<file path="src/rtl/wdt_pulse_timer.sv">
module wdt_pulse_timer #(
  parameter int W = 24,
  parameter int HOLD = 5,
  parameter logic [3:0] MODE_SEL = 4'b1001
) (
  input  logic         clk,
  input  logic         rst_n,
  input  logic         wr_en,
  input  logic [1:0]   wr_sel,
  input  logic [W-1:0] wr_data,
  input  logic         tick,
  output logic [W-1:0] count,
  output logic         cmp_flag,
  output logic         ovf_flag,
  output logic         cmp_irq,
  output logic         ovf_irq,
  output logic         pin_out,
  output logic         pin_oe
);
  localparam int HW = $clog2(HOLD + 1);

  logic [8:0]    ctrl_q;
  logic [W-1:0]  load_q, cmp_q, cnt_q, cnt_nxt;
  logic          pulse_q, pol_q;
  logic [HW-1:0] hold_q;

  wire wr_ctrl = wr_en && (wr_sel == 2'd0);
  wire wr_load = wr_en && (wr_sel == 2'd1);
  wire wr_cmp  = wr_en && (wr_sel == 2'd2);
  wire wr_clr  = wr_en && (wr_sel == 2'd3);

  wire active    = (ctrl_q[3:0] == MODE_SEL) && ctrl_q[4];
  wire do_reload = ctrl_q[5] && (cnt_q == cmp_q);
  wire step      = active && tick && !wr_load;
  wire ovf_evt   = step && !do_reload && (&cnt_q);
  wire pulse_end = pulse_q && (tick || !active);
  wire pin_drive = pulse_q || (hold_q != '0);

  assign cnt_nxt = do_reload ? load_q : cnt_q + W'(1);
  wire cmp_evt = step && (cnt_nxt == cmp_q);

  always_ff @(posedge clk or negedge rst_n) begin
    if (!rst_n) begin
      ctrl_q <= '0;
      load_q <= '0;
      cmp_q  <= '0;
    end else begin
      if (wr_ctrl) ctrl_q <= wr_data[8:0];
      if (wr_load) load_q <= wr_data;
      if (wr_cmp)  cmp_q  <= wr_data;
    end
  end

  always_ff @(posedge clk or negedge rst_n) begin
    if (!rst_n)       cnt_q <= '0;
    else if (!active) cnt_q <= load_q;
    else if (wr_load) cnt_q <= wr_data;
    else if (step)    cnt_q <= cnt_nxt;
  end

  always_ff @(posedge clk or negedge rst_n) begin
    if (!rst_n) begin
      cmp_flag <= 1'b0;
      ovf_flag <= 1'b0;
    end else begin
      cmp_flag <= cmp_evt || (cmp_flag && !(wr_clr && wr_data[0]));
      ovf_flag <= ovf_evt || (ovf_flag && !(wr_clr && wr_data[1]));
    end
  end

  always_ff @(posedge clk or negedge rst_n) begin
    if (!rst_n) begin
      pulse_q <= 1'b0;
      pol_q   <= 1'b0;
      hold_q  <= '0;
    end else if (ovf_evt) begin
      pulse_q <= 1'b1;
      pol_q   <= ctrl_q[6];
      hold_q  <= '0;
    end else if (pulse_end) begin
      pulse_q <= 1'b0;
      hold_q  <= HW'(HOLD);
    end else if (hold_q != '0) begin
      hold_q  <= hold_q - HW'(1);
    end
  end

  assign count   = cnt_q;
  assign cmp_irq = cmp_flag && ctrl_q[7];
  assign ovf_irq = ovf_flag && ctrl_q[8];
  assign pin_out = pin_drive ? pol_q : !ctrl_q[6];
  assign pin_oe  = active || pin_drive;
endmodule

</file>
<file path="config.mk">
export PLATFORM = sky130hd
export DESIGN_NAME = wdt_pulse_timer
export DESIGN_NICKNAME = d
export VERILOG_FILES = /design/src/rtl/wdt_pulse_timer.sv
export SDC_FILE = /design/constraint.sdc
export NUM_CORES = 1
export LEC_CHECK = 0
export BUFFER_PORTS_ARGS = -buffer_cell sky130_fd_sc_hd__buf_2
export CAP_MARGIN = 10
export CORE_UTILIZATION = 39
export CTS_BUF_LIST = sky130_fd_sc_hd__clkbuf_4
export DETAILED_ROUTE_END_ITERATION = 10
export REMOVE_ABC_BUFFERS = 1
export SETUP_SLACK_MARGIN = 0.3
export SYNTH_ARGS = -nofsm -noshare
export SYNTH_HDL_FRONTEND = slang
export SYNTH_SLANG_ARGS = --single-unit
</file>
<file path="constraint.sdc">
create_clock -name clk -period 2.3 [get_ports clk]
set_input_delay 0.46 -clock clk [delete_from_list [all_inputs] [get_ports clk]]
set_output_delay 0.46 -clock clk [all_outputs]
set_load 0.02 [all_outputs]
</file>
==> impl_metrics.yaml, run 1 <==
clock_tree:
  cts_tree: "done"
  insertion_delay_ns: 0.48
  clock-sinks: 88
  htreeDepth: 3
  hold_buffers: 0
  cts_buffers: 9
  cts_root_buf: "clkbuf_4"
  cts_max_path_buffers: 2
  clk_pin_slew_ns: 0.14
drt:
  ant_nets: 0
  first_pass_iters: 5
  num_vias: 5636
  dr.max_layer_used: "met4"
  wl_per_cell_microns: 20.3
  wl_met1_microns: 8580
  met2_length_microns: 9330
  drt_iter0_drc: 447
  remaining_drc_errors: 0
  wl_met3_microns: 1560
  wirelength_microns: 19900
  viasPerCell: 5.75
sta:
  max_freq_mhz: 350
  slew_viol_final: 0
  hold_slack_ns: -0.00476
  rsz0062_at_grt: "true"
  slew_headroom_pct: 61.0
  skew_ns: 0.0140
  setup_ws_ns: -0.556
  setup_viol: 29
  hold_viol_final: 3
  finalSetupTns_ns: -5.76
  worstMarginPinSlew_ns: 0.583
  period_share_pct: 124
  period_minus_slack_ns: 2.86
pwr:
  p_leak_nw: 3.53
  peakVddDrop_mv: 0.283
  total_power_mw: 5.53
  powerDensity_nw_per_um2: 701
synthesis:
  syn_area_sq_um: 5510
  async_flop_share_pct: 100
  yosys_warnings: 0
  synth_flop_cell: "dfrtp_1"
  synthCells: 600
  postSynthAreaPerCell_sq_um: 9.18
  ys_ff_latch: 88
  synth_edf_count: 0
  synth.distinct_cells: 72
  ys_seq_area_share_pct: 40.0
finish:
  final_area_sq_um: 7900
  utilization_pct: 57.1
  layout.nets: 827
  seq_area_sq_um: 2210
  final_cell_mix: "buf_4, dfrtp_1, nand2_1"
  final_common_cell: "buf_4"
  stdcell_count: 980
  fill_cells: 1238
  syn_to_final_growth_pct: 43.4
  drive_gt1_share_pct: 46.4
  multi_input_area_sq_um: 3560
die:
  die_y_microns: 121
  pin_count: 60
  die_w_microns: 121
  core-area_sq_um: 13800
  dieArea_sq_um: 14600
  start_util_pct: 39.8
  row_count: 43
critical_path:
  cp-start-kind: "flip-flop"
  worstPathArrival_ns: 3.26
  cp_max_fo: 8
  crit_path_end_kind: "flip-flop"
  criticalPathCategory: "reg -> reg"
  required_ns: 2.71
grt:
  grt_usage_pct: 28.1
  overflow: 0
  grt_pass1_vias: 5557
  antenna_found_initial: 1
  grt_max_degree: 89
  grt_pass1_wl_microns: 30600
placed_design:
  port_buffers: 59
  dpl_cell_area_sq_um: 6870
  hpwl_microns: 14200
  post-place-ws_ns: -0.738
  place_inst: 926
  globalplace.congestion: 0.972
run:
  max_cap_violations: 0
run_status:
  status: "finished, violations left"
  violations: "hold timing, setup timing"
worst_hold_path:
  hold_path_class: "in -> async"
path summary, 6_finish.rpt:
| check | cells past startpoint | slack (ns) | end | startpoint |
|---|---|---|---|---|
| min in group clk | 3 | 0.22 | load_q[16] | wr_data[16] |
| max | 11 | -0.56 | cmp_flag | count[0] |
| min reg2reg | 1 | 0.51 | ctrl_q[7] | ctrl_q[7] |
| min | 2 | -0.005 | cmp_q[19] | rst_n |
| max reg2reg | 11 | -0.56 | cmp_flag | count[0] |
| max in group asynchronous | 2 | 1.87 | count[5] | rst_n |
flip-flops by register name, indices dropped and copies added, names as in the netlist:
signal and cells:
ctrl_q 9, cmp_q 24, hold_q 3, ovf_flag 1, cmp_flag 1, load_q 24, pol_q 1, count 24
pulse_q 1
routing by layer:
layer,global-route usage [%],vias to the layer above
li1,-,2568
met1,38.2,2792
met2,44.4,241
met3,5.05,35
met4,10.7,0
met5,0,-
area by class of cell:
cell class	instances	share of cell area, %
flip-flops and latches	88	28.0
well taps	180	2.85
inverters	16	0.761
multi-input cells	456	45.0
repair buffers	223	21.6
clock buffers	12	1.14
clock inverters	4	0.571
diodes	1	0.0317
synthesized netlist by cell type (5+ instances only):
cell	n	share of area [%]
xnor2_1	32	5.1
nor2_1	44	3.0
xor2_1	20	3.2
nor4_1	9	1.0
inv_1	16	1.1
o21ai_0	34	3.1
nand2_1	81	5.5
o22ai_1	20	2.3
mux2_2	37	7.6
nand2b_1	5	0.57
dfrtp_1	88	40
nand4_1	11	1.2
nand3_1	18	1.6
buf_2	9	0.82
clkbuf_1	23	1.6
nor3_1	14	1.3
a221oi_1	14	2.2
a21oi_1	24	2.2
kinds of logic after synthesis:
kind of cell | after synthesis | synth area share, %
and+or+nand+nor | 219 | 20.1
AOI/OAI and AO/OA | 141 | 17.7
adders and majority gates | 3 | 0.682
xor gates and xnor gates | 54 | 8.98
buffers and inverters | 56 | 4.54
DFF | 88 | 40.0
muxes | 39 | 7.93
power breakdown:
part,internal (mW),switching [mW],total [mW]
combinational,1.23,1.31,2.54
clock,0.363,0.543,0.907
sequential,1.81,0.268,2.08
worst max-delay path, cell delays in order, from the launching register on:
cell and delay [ns]:
dfrtp_1 0.43, buf_6 0.14, xnor2_4 0.16, nand4_1 0.13, or4_4 0.63, buf_6 0.15
nor2_4 0.12, buf_8 0.14, a221oi_1 0.09, nor4_1 0.28, nand4_1 0.22, o31ai_4 0.27
what timing repair did:
item / 4_1_cts / 5_1_grt
setup endpoints to repair: 33 / 33
buffers inserted: 19 / 16
resized for setup: 95 / 49
gates cloned: 2 / 0
pin swaps: 29 / 41
(Power assumes the default switching activity.)
==> run 2: changes to the inputs <==
--- a/config.mk
+++ b/config.mk
@@ -7,9 +7,11 @@
 export LEC_CHECK = 0
 export BUFFER_PORTS_ARGS = -buffer_cell sky130_fd_sc_hd__buf_2
 export CAP_MARGIN = 10
-export CORE_UTILIZATION = 39
+export CORE_UTILIZATION = 45
 export CTS_BUF_LIST = sky130_fd_sc_hd__clkbuf_4
+export CTS_CLUSTER_SIZE = 25
 export DETAILED_ROUTE_END_ITERATION = 10
+export PLACE_DENSITY = 0.66
 export REMOVE_ABC_BUFFERS = 1
 export SETUP_SLACK_MARGIN = 0.3
 export SYNTH_ARGS = -nofsm -noshare
==> run 2 against run 1 <==
  * Worst hold slack improved by 0.18 ns
  * Final area rose by 2.4%
  * Routed wire length rose by 1.8%
  * Utilization rose by 10 points
  * Maximum frequency rose by 1.3%
  * Final cell count fell by 1.8%
  * The run ends with setup timing left
  * Sequential share of layout area fell by 0.59 points
  * Total power rose by 1.6%
  * Largest power group unchanged
  * Via count rose by 1.5%
  * Clock skew rose by 0.0019 ns
==> impl_metrics.yaml, run 2 (synthesis gave the netlist of run 1 again) <==
finish:
  seq_area_sq_um: 2210
  final_cell_mix: "buf_4, dfrtp_1, nand2_1"
  multi_input_area_sq_um: 3620
  antenna-diode-count: 0
  fill_cells: 932
  layout.nets: 843
  drive_gt1_share_pct: 49.4
  final_area_sq_um: 8080
  utilization_pct: 67.6
  final_common_cell: "buf_4"
  syn_to_final_growth_pct: 46.8
grt:
  overflow: 0
  grt_max_degree: 40
  antenna_found_initial: 0
  grt_pass1_vias: 5588
  grt_usage_pct: 32.4
  met3_usage_pct: 7.18
  grtUsageMet2_pct: 50.1
  use_met1_pct: 42.5
  grt-busiest-layer: "met2"
  grt_pass1_wl_microns: 30900
clock_tree:
  htreeDepth: 3
  cts_tree: "done"
  cts_root_buf: "clkbuf_4"
  insertion_delay_ns: 0.51
  clk_pin_slew_ns: 0.15
  cts_max_path_buffers: 2
  cts_buffers: 9
  clock-sinks: 88
die:
  start_util_pct: 46.0
  die_y_microns: 113
  row_count: 40
  core-area_sq_um: 12000
  die_w_microns: 113
  pin_count: 60
  dieArea_sq_um: 12700
drt:
  drt_iter0_drc: 444
  first_pass_iters: 7
  ant_nets: 0
  num_vias: 5721
  viasPerCell: 5.95
  remaining_drc_errors: 0
  wirelength_microns: 20300
  wl_per_cell_microns: 21.1
sta:
  skew_ns: 0.0159
  slew_viol_final: 0
  setup_ws_ns: -0.518
  max_freq_mhz: 355
  slew_headroom_pct: 65.8
  hold_viol_final: 0
  worstMarginPinSlew_ns: 0.507
  period_minus_slack_ns: 2.82
  setup_viol: 30
  period_share_pct: 123
  rsz0062_at_grt: "true"
pwr:
  switching_share_pct: 39.0
  p_leak_nw: 3.59
  powerDensity_nw_per_um2: 695
  seqPwrFrac_pct: 37.6
  power_frac_comb_pct: 46.3
  power_switching_mw: 2.19
  peakVddDrop_mv: 0.426
  cellInternalPower_mw: 3.43
  clock_power_share_pct: 16.1
placed_design:
  post-place-ws_ns: -0.644
  globalplace.congestion: 0.964
  dpl_cell_area_sq_um: 6850
  hpwl_microns: 14100
  port_buffers: 59
critical_path:
  worst-path-buf-inv: 3
  cpPeakStageDelay_ns: 0.53
  slowest_stage: "or4_4"
  path_delay_family: "simple AND/OR/NAND/NOR gates"
  worstPathCellList: "xnor2_2 > nand4_1 > buf_4 > nor4_4 > buf_4 > nand2_8 > buf_8 > mux2i_4 > xnor2_2 > or4_4 > o31ai_2"
  cp_max_fo: 7
  reg2regPathDepth: 11
  path_depth: 11
  cp-start-kind: "flip-flop"
  required_ns: 2.73
  crit_path_end_kind: "flip-flop"
  worstPathArrival_ns: 3.25
  criticalPathCategory: "reg -> reg"
run:
  max_cap_violations: 0
run_status:
  violations: "setup timing"
  status: "finished, violations left"
worst_hold_path:
  hold_path_class: "in -> reg"
  worstHoldPathCells: 3
## run 2: metrics by stage
step           power, mW  hold WS, ns  setup TNS (ns)  cells
4_1_cts             5.37        0.144           -4.83    939
6_report            5.62        0.171           -6.94    962
3_5_place_dp        4.27        0.376           -8.02    901
2_1_floorplan       3.22        0.164          -19.92    560
3_3_place_gp        4.23        0.369           -8.68    901
5_1_grt             5.88        0.170           -9.00    962
## run 2: path summary, 6_finish.rpt
check / startpoint / to / slack (ns)
worst min register to register: ovf_flag / ovf_flag / 0.50
worst min-delay path: wr_data[14] / load_q[14] / 0.17
worst max register to register: count[5] / cmp_flag / -0.52
min in group asynchronous: rst_n / ctrl_q[7] / 0.36
worst max-delay path: count[5] / cmp_flag / -0.52
max in group asynchronous: rst_n / count[4] / 1.19
## run 2: worst reg2reg max path, delay by kind of cell (launching register included)
family / cells / cell delay (ns)
AO/OA/AOI/OAI: 1 / 0.18
multiplexers: 1 / 0.18
AND/OR/NAND/NOR: 4 / 1.02
flip-flops: 1 / 0.48
XOR/XNOR: 2 / 0.36
buffers and inverters: 3 / 0.51
## run 2: layout make-up
| class | count | share of cell area [%] |
|---|---|---|
| Multi-Input combinational cell | 456 | 44.8 |
| Clock inverter | 6 | 0.743 |
| Tap cell | 147 | 2.28 |
| Sequential cell | 88 | 27.4 |
| Timing Repair Buffer | 239 | 23.1 |
| Clock buffer | 10 | 0.929 |
| Inverter | 16 | 0.743 |
## run 2: layer usage
layer | up-vias | wire length [microns]
li1 | 2610 | -
met1 | 2814 | 8480
met2 | 247 | 9430
met3 | 50 | 1570
met4 | 0 | 800
met5 | - | 0
## run 2: power groups by stage
stage | clock [mW] | combinational [mW] | sequential (mW)
floorplan | 0 | 0.970 | 2.25
global placement | 0 | 2.16 | 2.07
detailed placement | 0 | 2.18 | 2.09
CTS | 0.929 | 2.36 | 2.08
global route | 0.972 | 2.76 | 2.15
finish | 0.902 | 2.60 | 2.11
## run 2: repair_timing
item                                    4_1_cts  5_1_grt
cloned                                        1        1
setup buffers                                20       22
pin swaps                                    16       55
endpoints found under the setup margin       33       33
gates resized for setup                      87       81
endpoints found under the hold margin        18        0
hold buffers                                  1        0
==> run 3: changes to the inputs <==
--- a/config.mk
+++ b/config.mk
@@ -11,7 +11,6 @@
 export CTS_BUF_LIST = sky130_fd_sc_hd__clkbuf_4
 export CTS_CLUSTER_SIZE = 25
 export DETAILED_ROUTE_END_ITERATION = 10
-export PLACE_DENSITY = 0.66
 export REMOVE_ABC_BUFFERS = 1
 export SETUP_SLACK_MARGIN = 0.3
 export SYNTH_ARGS = -nofsm -noshare
==> constraint.sdc (replaced) <==
create_clock -name clk -period 3.6 [get_ports clk]
set_input_delay 0.72 -clock clk [delete_from_list [all_inputs] [get_ports clk]]
set_output_delay 0.72 -clock clk [all_outputs]
set_load 0.05 [all_outputs]
==> run 3 against run 2 <==
  * The flow now finishes without violations
  * Via count is 14% lower
  * Total power down 45%
  * First-iteration DRC count is 15% lower
  * Die area stayed put
  * Final area fell by 24%
  * Global-route usage fell by 3.7 points
  * Maximum frequency decreased by 9.2%
  * Combinational power is 55% lower
  * Count of clock-buffer cells in the layout rose by 1
  * Non-clock buffer count is 154 lower
  * Critical path depth fell by 2
  * Worst hold slack worse by 0.098 ns
  * Critical endpoint unchanged
  * Highest routed layer unchanged
==> impl_metrics.yaml, run 3 (synthesis gave the netlist of run 1 again) <==
sta:
  worstMarginPinSlew_ns: 0.905
  period_share_pct: 86.2
  setup_viol: 0
  period_minus_slack_ns: 3.10
  rsz0062_at_grt: "false"
  setup_ws_ns: 0.498
  skew_ns: 0.0125
  max_freq_mhz: 322
  slew_headroom_pct: 39.5
  slew_viol_final: 0
  hold_viol_final: 0
critical_path:
  r2r_slack_ns: 0.50
  worst-path-buf-inv: 0
  worstPathArrival_ns: 3.51
  cp_common_cell: "nand4_1"
  reg2regPathDepth: 9
  r2r_end: "cmp_flag"
  criticalPathCategory: "reg -> reg"
  required_ns: 4.01
  worstPathCellList: "ha_1 > nand4_1 > or4_1 > nor2_1 > xnor2_1 > a211o_1 > a32oi_1 > nand4_1 > o31ai_2"
  cpPeakStageDelay_ns: 0.67
  path_delay_family: "simple AND/OR/NAND/NOR gates"
  cp-start-kind: "flip-flop"
  crit_path_end_kind: "flip-flop"
  slowest_stage: "or4_1"
  cp_max_fo: 9
  reg2reg_from: "count[0]"
die:
  die_y_microns: 113
  pin_count: 60
  core-area_sq_um: 12000
  dieArea_sq_um: 12700
  start_util_pct: 46.0
  row_count: 40
  die_w_microns: 113
finish:
  final_cell_mix: "dfrtp_1, nand2_1, buf_2"
  final_area_sq_um: 6110
  layout.nets: 689
  antenna-diode-count: 0
  drive_gt1_share_pct: 23.8
  stdcell_count: 808
  syn_to_final_growth_pct: 11.0
  final_common_cell: "dfrtp_1"
grt:
  grt_usage_pct: 28.7
  grt_pass1_wl_microns: 27400
  overflow: 0
  antenna_found_initial: 0
  grt_pass1_vias: 4784
  grt_max_degree: 38
drt:
  dr.max_layer_used: "met4"
  remaining_drc_errors: 0
  wirelength_microns: 17200
  viasPerCell: 6.10
  wl_met1_microns: 7750
  ant_nets: 0
  first_pass_iters: 5
  wl_met3_microns: 1060
  num_vias: 4932
  met2_length_microns: 7940
  wl_per_cell_microns: 21.3
  drt_iter0_drc: 379
clock_tree:
  insertion_delay_ns: 0.49
  clk_pin_slew_ns: 0.14
  htreeDepth: 3
  cts_buffers: 9
  cts_root_buf: "clkbuf_4"
  cts_tree: "done"
  hold_buffers: 0
  cts_max_path_buffers: 2
  clock-sinks: 88
placed_design:
  post-place-ws_ns: 0.225
  globalplace.congestion: 0.978
  place_inst: 790
  dpl_cell_area_sq_um: 5990
  hpwl_microns: 12500
  port_buffers: 59
run_status:
  status: "complete, no violations"
worst_hold_path:
  hold_path_class: "in -> async"
pwr:
  p_leak_nw: 2.66
  peakVddDrop_mv: 0.244
  total_power_mw: 3.08
  powerDensity_nw_per_um2: 505
run:
  max_cap_violations: 0
==> run 3: cell types whose count changed in the layout (fill, tap and decap cells not counted), sizes merged <==
cell / before / now
buf: 237 / 85
bufinv: 1 / 0
clkinv: 2 / 4
clkinvlp: 3 / 1
dlygate4sd3: 1 / 0
==> run 3: metrics by stage <==
stage | TNS [ns] | utilization, % | hold WS (ns)
2_1_floorplan | -0.218 | - | 0.424
3_3_place_gp | 0 | 50.1 | 0.470
3_5_place_dp | 0 | 50.1 | 0.485
4_1_cts | 0 | 51.0 | 0.0570
5_1_grt | 0 | 51.1 | 0.0610
6_report | 0 | 51.1 | 0.0725
==> run 3: layout make-up <==
cell class | instances | area (sq um)
sequential | 88 | 2200
tap | 147 | 184
timing repair buffer | 85 | 493
clock inverter | 5 | 23.8
clock buffer | 11 | 82.6
fill | 1159 | 5850
multi-input combinational | 456 | 3070
inverter | 16 | 60.1
==> run 3: worst max-delay path by stage <==
stage / start / end / slack, ns / cells after the start
floorplan: ctrl_q[1] / count[9] / -0.05 / 5
global placement: count[6] / cmp_flag / 0.20 / 8
detailed placement: count[6] / cmp_flag / 0.22 / 8
CTS: count[6] / cmp_flag / 0.37 / 8
global route: count[0] / cmp_flag / 0.30 / 9
finish: count[0] / cmp_flag / 0.50 / 9
==> run 3: per-layer routing <==
metal | up-vias | GRT usage [%]
met5 | - | 0
met4 | 0 | 11.9
met3 | 34 | 5.51
met2 | 167 | 44.0
met1 | 2441 | 39.9
li1 | 2290 | -
==> run 3: what timing repair did <==
| action | CTS | global route |
|---|---|---|
| resized for setup | 1 | 0 |
| cloned | 0 | 0 |
| setup buffers | 0 | 2 |
| setup endpoints to repair | 1 | 1 |
| pin swaps | 0 | 1 |
==> run 3: where the power goes <==
part	switching, mW	leakage, nW	internal, mW
Clock	0.349	0.0594	0.150
Combinational	0.711	1.52	0.460
Sequential	0.258	1.08	1.16
Total	1.32	2.66	1.77
